===== src/rtl/elem_fifo_pkg.sv =====
package elem_fifo_pkg;
  localparam int CFG_SEL_W = 3;

  typedef enum logic [CFG_SEL_W-1:0] {
    CFG_WORDS   = 3'd0,
    CFG_DEPTH   = 3'd1,
    CFG_LWM     = 3'd2,
    CFG_HWM     = 3'd3,
    CFG_TIMEOUT = 3'd4
  } cfg_sel_e;
endpackage


===== src/rtl/elem_fifo_cfg.sv =====
module elem_fifo_cfg
  import elem_fifo_pkg::*;
#(
  parameter int MAX_WORDS = 4,
  parameter int MAX_DEPTH = 16,
  parameter int TMR_W     = 16
) (
  input  logic                                   clk,
  input  logic                                   rst,
  input  logic                                   we,
  input  logic [CFG_SEL_W-1:0]                   sel,
  input  logic [TMR_W-1:0]                       wdata,
  output logic [$clog2(MAX_WORDS+1)-1:0]         words,
  output logic [$clog2(MAX_DEPTH+1)-1:0]         depth,
  output logic [$clog2(MAX_DEPTH+1)-1:0]         lwm,
  output logic [$clog2(MAX_DEPTH+1)-1:0]         hwm,
  output logic [TMR_W-1:0]                       timeout,
  output logic [$clog2(MAX_WORDS*MAX_DEPTH+1)-1:0] span
);
  localparam int WPE_W  = $clog2(MAX_WORDS+1);
  localparam int CNT_W  = $clog2(MAX_DEPTH+1);
  localparam int SPAN_W = $clog2(MAX_WORDS*MAX_DEPTH+1);

  logic words_ok, depth_ok;
  assign words_ok = (wdata != '0) && (wdata <= TMR_W'(MAX_WORDS));
  assign depth_ok = (wdata != '0) && (wdata <= TMR_W'(MAX_DEPTH));

  always_ff @(posedge clk) begin
    if (rst) begin
      words   <= WPE_W'(1);
      depth   <= CNT_W'(MAX_DEPTH);
      lwm     <= '0;
      hwm     <= CNT_W'(MAX_DEPTH);
      timeout <= '0;
    end else if (we) begin
      case (cfg_sel_e'(sel))
        CFG_WORDS:   if (words_ok) words <= WPE_W'(wdata);
        CFG_DEPTH:   if (depth_ok) depth <= CNT_W'(wdata);
        CFG_LWM:     lwm     <= CNT_W'(wdata);
        CFG_HWM:     hwm     <= CNT_W'(wdata);
        CFG_TIMEOUT: timeout <= wdata;
        default:     ;
      endcase
    end
  end

  // Ring span in words; small product, stays combinational
  assign span = SPAN_W'(words) * SPAN_W'(depth);
endmodule


===== src/rtl/elem_fifo_ram.sv =====
module elem_fifo_ram #(
  parameter int DATA_W = 32,
  parameter int DEPTH  = 64,
  parameter int ADDR_W = $clog2(DEPTH)
) (
  input  logic              clk,
  input  logic              we,
  input  logic [ADDR_W-1:0] waddr,
  input  logic [DATA_W-1:0] wdata,
  input  logic              re,
  input  logic [ADDR_W-1:0] raddr,
  output logic [DATA_W-1:0] rdata
);
  logic [DATA_W-1:0] mem [DEPTH];

  always_ff @(posedge clk) begin
    if (we) mem[waddr] <= wdata;
    if (re) rdata <= mem[raddr];
  end
endmodule


===== src/rtl/elem_fifo_ptrs.sv =====
module elem_fifo_ptrs #(
  parameter int MAX_WORDS = 4,
  parameter int MAX_DEPTH = 16
) (
  input  logic                                     clk,
  input  logic                                     rst,
  input  logic                                     push_valid,
  input  logic                                     pop_req,
  input  logic [$clog2(MAX_WORDS+1)-1:0]           words,
  input  logic [$clog2(MAX_DEPTH+1)-1:0]           depth,
  input  logic [$clog2(MAX_WORDS*MAX_DEPTH+1)-1:0] span,
  output logic                                     wr_en,
  output logic [$clog2(MAX_WORDS*MAX_DEPTH)-1:0]   wr_addr,
  output logic                                     rd_en,
  output logic [$clog2(MAX_WORDS*MAX_DEPTH)-1:0]   rd_addr,
  output logic                                     rd_last,
  output logic [$clog2(MAX_DEPTH+1)-1:0]           count,
  output logic [$clog2(MAX_DEPTH+1)-1:0]           count_nxt,
  output logic                                     push_rej,
  output logic                                     pop_rej
);
  localparam int WPE_W  = $clog2(MAX_WORDS+1);
  localparam int CNT_W  = $clog2(MAX_DEPTH+1);
  localparam int PTR_W  = $clog2(MAX_WORDS*MAX_DEPTH);
  localparam int SPAN_W = $clog2(MAX_WORDS*MAX_DEPTH+1);

  logic [PTR_W-1:0]  wr_ptr, rd_ptr;
  logic [WPE_W-1:0]  wr_word, rd_word, last_idx;
  logic [SPAN_W-1:0] wr_inc, rd_inc;
  logic              wr_last, commit, release_el;

  assign last_idx   = words - WPE_W'(1);
  assign push_rej   = push_valid && (wr_word == '0) && (count >= depth);
  assign pop_rej    = pop_req && (count == '0);
  assign wr_en      = push_valid && !push_rej;
  assign rd_en      = pop_req && !pop_rej;
  assign wr_last    = (wr_word == last_idx);
  assign rd_last    = (rd_word == last_idx);
  assign commit     = wr_en && wr_last;
  assign release_el = rd_en && rd_last;
  assign wr_addr    = wr_ptr;
  assign rd_addr    = rd_ptr;
  assign wr_inc     = SPAN_W'(wr_ptr) + SPAN_W'(1);
  assign rd_inc     = SPAN_W'(rd_ptr) + SPAN_W'(1);
  assign count_nxt  = count + CNT_W'(commit) - CNT_W'(release_el);

  always_ff @(posedge clk) begin
    if (rst) begin
      wr_ptr  <= '0;
      rd_ptr  <= '0;
      wr_word <= '0;
      rd_word <= '0;
      count   <= '0;
    end else begin
      count <= count_nxt;
      if (wr_en) begin
        wr_ptr  <= (wr_inc >= span) ? '0 : PTR_W'(wr_inc);
        wr_word <= wr_last ? '0 : wr_word + WPE_W'(1);
      end
      if (rd_en) begin
        rd_ptr  <= (rd_inc >= span) ? '0 : PTR_W'(rd_inc);
        rd_word <= rd_last ? '0 : rd_word + WPE_W'(1);
      end
    end
  end
endmodule


===== src/rtl/elem_fifo_events.sv =====
module elem_fifo_events #(
  parameter int CNT_W = 5,
  parameter int TMR_W = 16
) (
  input  logic             clk,
  input  logic             rst,
  input  logic [CNT_W-1:0] count,
  input  logic [CNT_W-1:0] count_nxt,
  input  logic [CNT_W-1:0] lwm,
  input  logic [CNT_W-1:0] hwm,
  input  logic [TMR_W-1:0] timeout,
  output logic             not_empty,
  output logic             lwm_evt,
  output logic             hwm_evt,
  output logic             tmr_evt
);
  logic [TMR_W-1:0] tcnt, tcnt_inc;
  logic             armed, hit, hit_n, above;

  assign above    = (count_nxt > hwm);
  assign hit_n    = hit || above;
  assign tcnt_inc = tcnt + TMR_W'(1);

  always_ff @(posedge clk) begin
    if (rst) begin
      not_empty <= 1'b0;
      lwm_evt   <= 1'b0;
      hwm_evt   <= 1'b0;
    end else begin
      not_empty <= (count_nxt != '0);
      lwm_evt   <= (count_nxt < lwm);
      hwm_evt   <= above;
    end
  end

  always_ff @(posedge clk) begin
    if (rst || count_nxt == '0) begin
      armed   <= 1'b0;
      hit     <= 1'b0;
      tcnt    <= '0;
      tmr_evt <= 1'b0;
    end else if (count == '0) begin
      armed   <= 1'b1;
      hit     <= above;
      tcnt    <= '0;
      tmr_evt <= 1'b0;
    end else if (armed) begin
      hit <= hit_n;
      if (!tmr_evt && !hit_n) begin
        tcnt <= tcnt_inc;
        if (timeout != '0 && tcnt_inc == timeout) tmr_evt <= 1'b1;
      end
    end
  end
endmodule


===== src/rtl/elem_fifo.sv =====
module elem_fifo
  import elem_fifo_pkg::*;
#(
  parameter int DATA_W    = 32,
  parameter int MAX_WORDS = 4,
  parameter int MAX_DEPTH = 16,
  parameter int TMR_W     = 16
) (
  input  logic                           clk,
  input  logic                           rst,
  input  logic                           cfg_we,
  input  logic [CFG_SEL_W-1:0]           cfg_sel,
  input  logic [TMR_W-1:0]               cfg_wdata,
  input  logic                           push_valid,
  input  logic [DATA_W-1:0]              push_data,
  input  logic                           pop_req,
  output logic                           pop_valid,
  output logic [DATA_W-1:0]              pop_data,
  output logic                           pop_last,
  output logic [$clog2(MAX_DEPTH+1)-1:0] elem_count,
  output logic                           not_empty,
  output logic                           lwm_evt,
  output logic                           hwm_evt,
  output logic                           tmr_evt,
  output logic                           push_err,
  output logic                           pop_err
);
  localparam int RAM_WORDS = MAX_WORDS * MAX_DEPTH;
  localparam int WPE_W     = $clog2(MAX_WORDS+1);
  localparam int CNT_W     = $clog2(MAX_DEPTH+1);
  localparam int PTR_W     = $clog2(RAM_WORDS);
  localparam int SPAN_W    = $clog2(RAM_WORDS+1);

  logic [WPE_W-1:0]  cfg_words;
  logic [CNT_W-1:0]  cfg_depth, cfg_lwm, cfg_hwm, count_nxt;
  logic [TMR_W-1:0]  cfg_timeout;
  logic [SPAN_W-1:0] cfg_span;
  logic [PTR_W-1:0]  wr_addr, rd_addr;
  logic              wr_en, rd_en, rd_last, push_rej, pop_rej;

  elem_fifo_cfg #(.MAX_WORDS(MAX_WORDS), .MAX_DEPTH(MAX_DEPTH), .TMR_W(TMR_W)) u_cfg (
    .clk(clk), .rst(rst), .we(cfg_we), .sel(cfg_sel), .wdata(cfg_wdata),
    .words(cfg_words), .depth(cfg_depth), .lwm(cfg_lwm), .hwm(cfg_hwm),
    .timeout(cfg_timeout), .span(cfg_span)
  );

  elem_fifo_ptrs #(.MAX_WORDS(MAX_WORDS), .MAX_DEPTH(MAX_DEPTH)) u_ptrs (
    .clk(clk), .rst(rst), .push_valid(push_valid), .pop_req(pop_req),
    .words(cfg_words), .depth(cfg_depth), .span(cfg_span),
    .wr_en(wr_en), .wr_addr(wr_addr), .rd_en(rd_en), .rd_addr(rd_addr),
    .rd_last(rd_last), .count(elem_count), .count_nxt(count_nxt),
    .push_rej(push_rej), .pop_rej(pop_rej)
  );

  elem_fifo_ram #(.DATA_W(DATA_W), .DEPTH(RAM_WORDS), .ADDR_W(PTR_W)) u_ram (
    .clk(clk), .we(wr_en), .waddr(wr_addr), .wdata(push_data),
    .re(rd_en), .raddr(rd_addr), .rdata(pop_data)
  );

  elem_fifo_events #(.CNT_W(CNT_W), .TMR_W(TMR_W)) u_evt (
    .clk(clk), .rst(rst), .count(elem_count), .count_nxt(count_nxt),
    .lwm(cfg_lwm), .hwm(cfg_hwm), .timeout(cfg_timeout),
    .not_empty(not_empty), .lwm_evt(lwm_evt), .hwm_evt(hwm_evt), .tmr_evt(tmr_evt)
  );

  always_ff @(posedge clk) begin
    if (rst) begin
      pop_valid <= 1'b0;
      pop_last  <= 1'b0;
      push_err  <= 1'b0;
      pop_err   <= 1'b0;
    end else begin
      pop_valid <= rd_en;
      pop_last  <= rd_en && rd_last;
      push_err  <= push_err || push_rej;
      pop_err   <= pop_err || pop_rej;
    end
  end
endmodule


===== config.mk =====
export PLATFORM = sky130hd
export DESIGN_NAME = elem_fifo
export DESIGN_NICKNAME = d
export VERILOG_FILES = /design/src/rtl/elem_fifo_pkg.sv /design/src/rtl/elem_fifo_cfg.sv /design/src/rtl/elem_fifo_ram.sv /design/src/rtl/elem_fifo_ptrs.sv /design/src/rtl/elem_fifo_events.sv /design/src/rtl/elem_fifo.sv
export SDC_FILE = /design/constraint.sdc
export NUM_CORES = 2
export LEC_CHECK = 0
export ABC_AREA = 1
export BUFFER_PORTS_ARGS = -buffer_cell sky130_fd_sc_hd__buf_2
export CAP_MARGIN = 30
export CORE_MARGIN = 10
export CORE_UTILIZATION = 35
export CTS_CLUSTER_DIAMETER = 50
export CTS_CLUSTER_SIZE = 14
export DETAILED_ROUTE_END_ITERATION = 10
export MAX_ROUTING_LAYER = met4
export PLACE_DENSITY = 0.56
export SYNTH_ARGS = -nofsm -noshare
export SYNTH_HDL_FRONTEND = slang
export SYNTH_HIERARCHICAL = 1
export SYNTH_SLANG_ARGS = --single-unit

===== constraint.sdc =====
create_clock -name clk -period 7.2 [get_ports clk]
set_input_delay 0.72 -clock clk [delete_from_list [all_inputs] [get_ports clk]]
set_output_delay 0.72 -clock clk [all_outputs]
set_load 0.01 [all_outputs]

# After elaboration in Yosys (flattened, before gate mapping)
# Memory sizes are Yosys's and may differ from the RTL's. A register that Yosys moved wholly into a read port is not among the register bits.
# Index checks and enable logic that the tools add are counted.
word_totals:
  mem_count: 1
  out_inout_bits: 45
  ram_bits: 2048
  regBits: 83
  inputBits: 56
  elab_cells: 88
mem_list:
  columns: ["memory", "words", "width", "rd", "rd_ports_with_merged_regs", "wr", "line", "rtl"]
  rows:
  - ["u_ram.mem", 64, 32, 1, 1, 1, "elem_fifo_ram.sv:14", "logic [DATA_W-1:0] mem [DEPTH];"]
op_classes:
  multipliers: 1
  eq_ne: 7
  order_cmp: 7
  n_reduce_logical: 35
  n_addsub: 8
  n_mux: 8
ops:
  columns: ["op", "count"]
  rows:
  - ["$reduce_bool A16 Y1", 2]
  - ["$add A16 B1 Y16 const B", 1]
  - ["$eq A16 B16 Y1", 1]
  - ["$le A16 B3 Y1 const B", 1]
  - ["$le A16 B5 Y1 const B", 1]
  - ["$add A6 B1 Y7 const B", 2]
  - ["$ge A7 B7 Y1", 2]
  - ["$mux W6", 2]
  - ["$logic_and A1 B1 Y1", 11]
  - ["$logic_not A5 Y1", 2]
  - ["$reduce_and A3 Y1", 3]
  - ["$reduce_and A2 Y1", 4]
  - ["$mul A3 B5 Y7", 1]
  - ["$add A3 B1 Y3 const B", 2]
  - ["$eq A3 B2 Y1 const B", 2]
  - ["$eq A3 B3 Y1", 2]
  - ["$logic_not A3 Y1", 2]
  - ["$mux W3", 2]
  - ["$add A5 B1 Y5", 1]
  - ["$ge A5 B5 Y1", 1]
  - ["$gt A5 B5 Y1", 1]
  - ["$lt A5 B5 Y1", 1]
  - ["$reduce_bool A5 Y1", 1]
  - ["$sub A5 B1 Y5", 1]
  - ["8 further kinds", 17]

# Depth between registers and ports, before layout
depth:
  ltp_word: 13
  mapped_depth: 32
  mapped_depth_nobuf: 32

# Modules after synthesis
# The synthesis kept the hierarchy.
modules_own_cells:
  columns: ["module", "seq_area_each_um2", "cells_per_inst", "instances", "area_each_um2"]
  rows:
  - ["elem_fifo_ram", 62459.9, 6769, 1, 83058.4]
  - ["elem_fifo_ptrs", 460.4, 302, 1, 1946.9]
  - ["elem_fifo_events", 440.4, 296, 1, 1773.0]
  - ["elem_fifo_cfg", 680.7, 235, 1, 1730.4]
  - ["elem_fifo", 80.1, 12, 1, 112.6]

# Least setup slack after synthesis
# OpenSTA, ideal clock, no wires.
synth_timing:
  path_type: "reg2reg"
  startpoint: "reg u_cfg.depth[4]"
  endpoint: "mem u_ram.mem[48][0], enable pin"
  arrival_time_ps: 4897
  synth_period_minus_slack_ps: 5400
  setup_ps: 502
  setup_slack_ps: 1800
  stages_incl_launch_ff: 13
  required_time_ps: 6698
  path_buffers: 1
  path_cell_list: "dfxtp_1 -> inv_1 -> ha_1 -> nand2_1 -> inv_1 -> nand2_1 -> nand3_1 -> nand2_2 -> nand2_1 -> inv_1 -> clkbuf_1 -> nand4_1 -> nor4_1"
synth_between:
  elab_chain_cells: 6
synth_rtl:
  columns: ["element", "line", "rtl"]
  rows:
  - ["start, declared", "elem_fifo_cfg.sv:14", "output logic [$clog2(MAX_DEPTH+1)-1:0] depth,"]
  - ["start signal, assigned", "elem_fifo_cfg.sv:31", "depth <= CNT_W'(MAX_DEPTH);"]
  - ["start signal, assigned", "elem_fifo_cfg.sv:38", "CFG_DEPTH: if (depth_ok) depth <= CNT_W'(wdata);"]
  - ["$ge A5 B5 Y1", "elem_fifo_ptrs.sv:33", "assign push_rej = push_valid && (wr_word == '0) && (count >= depth);"]
  - ["$logic_and A1 B1 Y1", "elem_fifo_ptrs.sv:33", null]
  - ["$logic_not A1 Y1", "elem_fifo_ptrs.sv:35", "assign wr_en = push_valid && !push_rej;"]
  - ["$logic_and A1 B1 Y1", "elem_fifo_ptrs.sv:35", null]
  - ["via wr_en", "elem_fifo.sv:39", "logic wr_en, rd_en, rd_last, push_rej, pop_rej;"]
  - ["$mux W1", "elem_fifo_ram.sv:17", "if (we) mem[waddr] <= wdata;"]
  - ["$mux W1 (not written as such)", "elem_fifo_ram.sv:17", null]
  - ["end, declared", "elem_fifo_ram.sv:14", null]
# The timed path passes the listed nets, and every way through them passes these cells.

# Worst setup path after layout
layout_timing:
  startpoint: "reg u_cfg.depth[4]"
  endpoint: "reg u_evt.tcnt[15]"
layout_between:
  elab_chain_cells: 12
  word_cells_on_any_way: 15
  classes_between: "add/sub: 2; order compare: 2; reduce/logical: 11"
layout_rtl:
  columns: ["element", "line", "rtl"]
  rows:
  - ["$ge A5 B5 Y1 (*)", "elem_fifo_ptrs.sv:33", null]
  - ["$logic_and A1 B1 Y1 (*)", "elem_fifo_ptrs.sv:33", null]
  - ["$logic_not A1 Y1 (*)", "elem_fifo_ptrs.sv:35", null]
  - ["$logic_and A1 B1 Y1 (*)", "elem_fifo_ptrs.sv:35", null]
  - ["via wr_en", "elem_fifo.sv:39", null]
  - ["$logic_and A1 B1 Y1 (*)", "elem_fifo_ptrs.sv:39", "assign commit = wr_en && wr_last;"]
  - ["$add A5 B1 Y5 (*)", "elem_fifo_ptrs.sv:45", "assign count_nxt = count + CNT_W'(commit) - CNT_W'(release_el);"]
  - ["$sub A5 B1 Y5 (*)", "elem_fifo_ptrs.sv:45", null]
  - ["via count_nxt[4]", "elem_fifo.sv:35", "logic [CNT_W-1:0] cfg_depth, cfg_lwm, cfg_hwm, count_nxt;"]
  - ["$gt A5 B5 Y1", "elem_fifo_events.sv:20", "assign above = (count_nxt > hwm);"]
  - ["$logic_or A1 B1 Y1", "elem_fifo_events.sv:21", "assign hit_n = hit || above;"]
  - ["$logic_not A1 Y1", "elem_fifo_events.sv:49", "if (!tmr_evt && !hit_n) begin"]
  - ["$logic_and A1 B1 Y1", "elem_fifo_events.sv:49", null]
  - ["$reduce_and A2 Y1 (no source line)", null, null]
  - ["end signal, assigned", "elem_fifo_events.sv:50", "tcnt <= tcnt_inc;"]
  - ["end, declared", "elem_fifo_events.sv:17", "logic [TMR_W-1:0] tcnt, tcnt_inc;"]
# Mark *: on every way through the listed nets, which the timed path passes. The rest lies on a longest branch.
# A chain may end at the register's enable or synchronous reset.

==> impl_metrics.tcl <==
set metrics [dict create \
    hp-class "input port to flop" \
    areaGrowthSynthToFinish_pct 12.7 \
    synth-async-reset-ratio 0 \
    maxSlewViolCount 0 \
    grt_first_pass_wirelength_um 389000 \
    critPathArrivalTime_ns 5.76 \
    gr-total-overflow 0 \
    core_mm2 0.252 \
    syn_avg_cell_area_um2 11.6 \
    drc 0 \
    worst-path-stages 28 \
    cp-end-kind "flop" \
    mostFrequentLayoutCells "nand2_1 (2,439), edfxtp_1 (2,080), nand3_1 (1,973)" \
    netlist_area_mm2 0.0886 \
    synth_nets 7722 \
    cp_common_cell "inv_1" \
    ant_nets 0 \
    required_ns 7.91 \
    period_share 0.701 \
    firstDrtPassIters 6 \
    place_congestion 0.831 \
    tritoncts "built" \
    synth-edff-count 2080 \
    grt_max_degree 214 \
    dpl.hpwl_um 143000 \
    io_buffers 100 \
    cp-start-kind "flop" \
    dieArea_mm2 0.274 \
    fin_ws_ns 2.15 \
    holdPathStages 3 \
    vias 59126 \
    drt-total-wl_um 268000 \
    p_int_mw 22.8 \
    numCtsBuffers 217 \
    r2r_cells 28 \
    p_sw_mw 12.3 \
    initial_core_util 0.352 \
    grt_setup_unrepaired "false" \
    synthCells 7614 \
    holdBufCountCts 0 \
    met2_length_um 124000 \
    seqPwrFrac 0.413 \
    cts_buffer_depth 4 \
    yosysTopAreaCellShare 0.705 \
    grt_pass1_vias 56309 \
    worst_slew_pin_slew_ns 1.30 \
    wire_per_inst_um 24.0 \
    h-tree-depth 4 \
    p_leak_nw 35.1 \
    maxSlewHeadroom 0.133 \
    synthDistinctLibCells 43 \
    pin_count 101 \
    vdd_drop_max_v 0.000246 \
    drt_iter0_drc 7114 \
    period_needed_ns 5.05 \
    clock_latency_ns 0.90 \
    die_w_um 523 \
    max_freq_mhz 198 \
    cts_sinks 2163 \
    p_clk_frac 0.314 \
    synth.ff_latch_count 2163 \
    cap_violations 0 \
    synth_flop_cell "edfxtp_1" \
    postCtsSetupBuffers 0 \
    crit_fanout 25 \
    synth-warning-count 6 \
    hold_viol 0 \
    rows 184 \
    crit_type "flop to flop" \
    yosysSeqAreaShare 0.724 \
    p_per_area_mw_per_mm2 351 \
    hold_ws_ns 0.199 \
    critPathSlowestCell "dfxtp_1" \
    tns_ns 0 \
    pwr-share-comb 0.273 \
    status "finished, final reports clean" \
    vias_per_cell 5.31 \
    netSwitchingFraction 0.351 \
    crit_family "adder cells" \
    path_buf_inv 6 \
    yosysTopAreaCell "edfxtp_1" \
    pre_cts_slack_ns 2.30 \
    grtUsageTotal 0.195 \
    drive_gt1_frac 0.0880 \
    clk_pin_slew_ns 0.06 \
    die_h_um 523 \
    yosys-top-cells-area "edfxtp_1 (70%), nand3_1 (11%), nand2_1 (10%), dfxtp_1 (1.9%), buf_2 (1.6%)" \
    final_common_cell "nand2_1" \
    antenna_found_initial 18 \
    dr_wl_met3_um 20900 \
    post_cts_resized 0 \
    cts_root_buf "clkbuf_16" \
    highest_layer "met4" \
    nNetsFinal 7755 \
    max_stage_delay_ns 0.42 \
    routedLengthMet1_um 112000 \
    final.setup_skew_ns 0.0758 \
    finalSetupViolCount 0 \
]
[cell families after synthesis]
group / count (synthesis) / synth area share
AND/OR/NAND/NOR: 4637 / 0.227
flip-flops: 2163 / 0.724
buffers and inverters: 623 / 0.0331
AO/OA/AOI/OAI: 123 / 0.00731
adder cells (fa/ha/maj): 52 / 0.00777
XOR/XNOR: 16 / 0.00158
[metal layers]
| layer | vias up | GRT usage |
|---|---|---|
| met5 | - | - |
| met4 | 0 | 0.0688 |
| met3 | 442 | 0.0277 |
| met2 | 2511 | 0.303 |
| met1 | 29280 | 0.261 |
| li1 | 26893 | - |
[sequential cells by signal, indices dropped and copies added (netlist names)]
register / flops
u_ram/rdata: 32
u_evt/lwm_evt: 1
pop_last: 1
u_cfg/depth: 5
pop_valid: 1
pop_err: 1
u_cfg/hwm: 5
u_ram/mem: 2048
u_ptrs/rd_word: 3
u_ptrs/wr_addr: 6
u_evt/hit: 1
u_ptrs/count: 5
u_cfg/lwm: 5
u_cfg/timeout: 16
push_err: 1
u_evt/tcnt: 16
u_evt/not_empty: 1
u_evt/hwm_evt: 1
u_ptrs/wr_word: 3
u_cfg/words: 3
u_ptrs/rd_addr: 6
u_evt/armed: 1
u_evt/tmr_evt: 1
[cells in the mapped netlist (2+ instances only)]
library cell,count
fa_1,5
nor3_1,6
buf_4,46
buf_1,40
a21oi_1,52
buf_8,2
xor2_1,14
nand3_1,1973
nor2_2,5
nor2_4,7
ha_1,47
dfxtp_1,83
nor4_1,8
inv_1,156
xnor2_1,2
inv_2,4
nor2_1,161
buf_6,5
and2_1,2
buf_2,285
nand2_2,9
clkbuf_1,82
nand2_1,2439
a31oi_1,8
edfxtp_1,2080
o21ai_1,5
o21ai_0,52
nand3b_1,3
nand4_1,19
[final cells by class]
| type | instances | area, um2 |
|---|---|---|
| fillers | 23760 | 152000 |
| flip-flops and latches | 2163 | 64100 |
| multi-input cells | 4828 | 22000 |
| clock buffers | 247 | 5630 |
| well taps | 3348 | 4190 |
| repair buffers | 275 | 2110 |
| clock inverters | 98 | 1080 |
| inverters | 162 | 646 |
| diodes | 11 | 27.5 |
[stage by stage]
| step | utilization | total power, mW | cell area, um2 | std cells |
|---|---|---|---|---|
| 6_report | 0.397 | 35.1 | 99900 | 11132 |
| 5_1_grt | 0.397 | 36.6 | 99800 | 11125 |
| 4_1_cts | 0.397 | 35.3 | 99800 | 11118 |
| 3_5_place_dp | 0.370 | 24.3 | 93100 | 10773 |
| 3_3_place_gp | 0.369 | 24.2 | 92900 | 10765 |
| 2_1_floorplan | - | 20.6 | 88600 | 7614 |
[power groups by stage]
stage	logic [mW]	clock network [mW]	registers (mW)
final	9.59	11.0	14.5
after global routing	10.4	11.7	14.5
after CTS	9.57	11.2	14.5
after detailed placement	9.54	0	14.8
after global placement	9.47	0	14.8
after floorplan	5.93	0	14.7
[final timing paths]
path	startpoint	end	slack, ns
max	u_cfg/depth[4]	u_evt/tcnt[15]	2.15
min	cfg_wdata[12]	u_cfg/timeout[12]	0.20
max reg2reg	u_cfg/depth[4]	u_evt/tcnt[15]	2.15
min reg2reg	u_cfg/timeout[6]	u_cfg/timeout[6]	0.46
[tightest hold or removal path, cell delays in order]
cell and delay [ns]:
buf_2 0.09, o21ai_0 0.08, a21oi_1 0.11
Power figures use the tool's default switching activity.
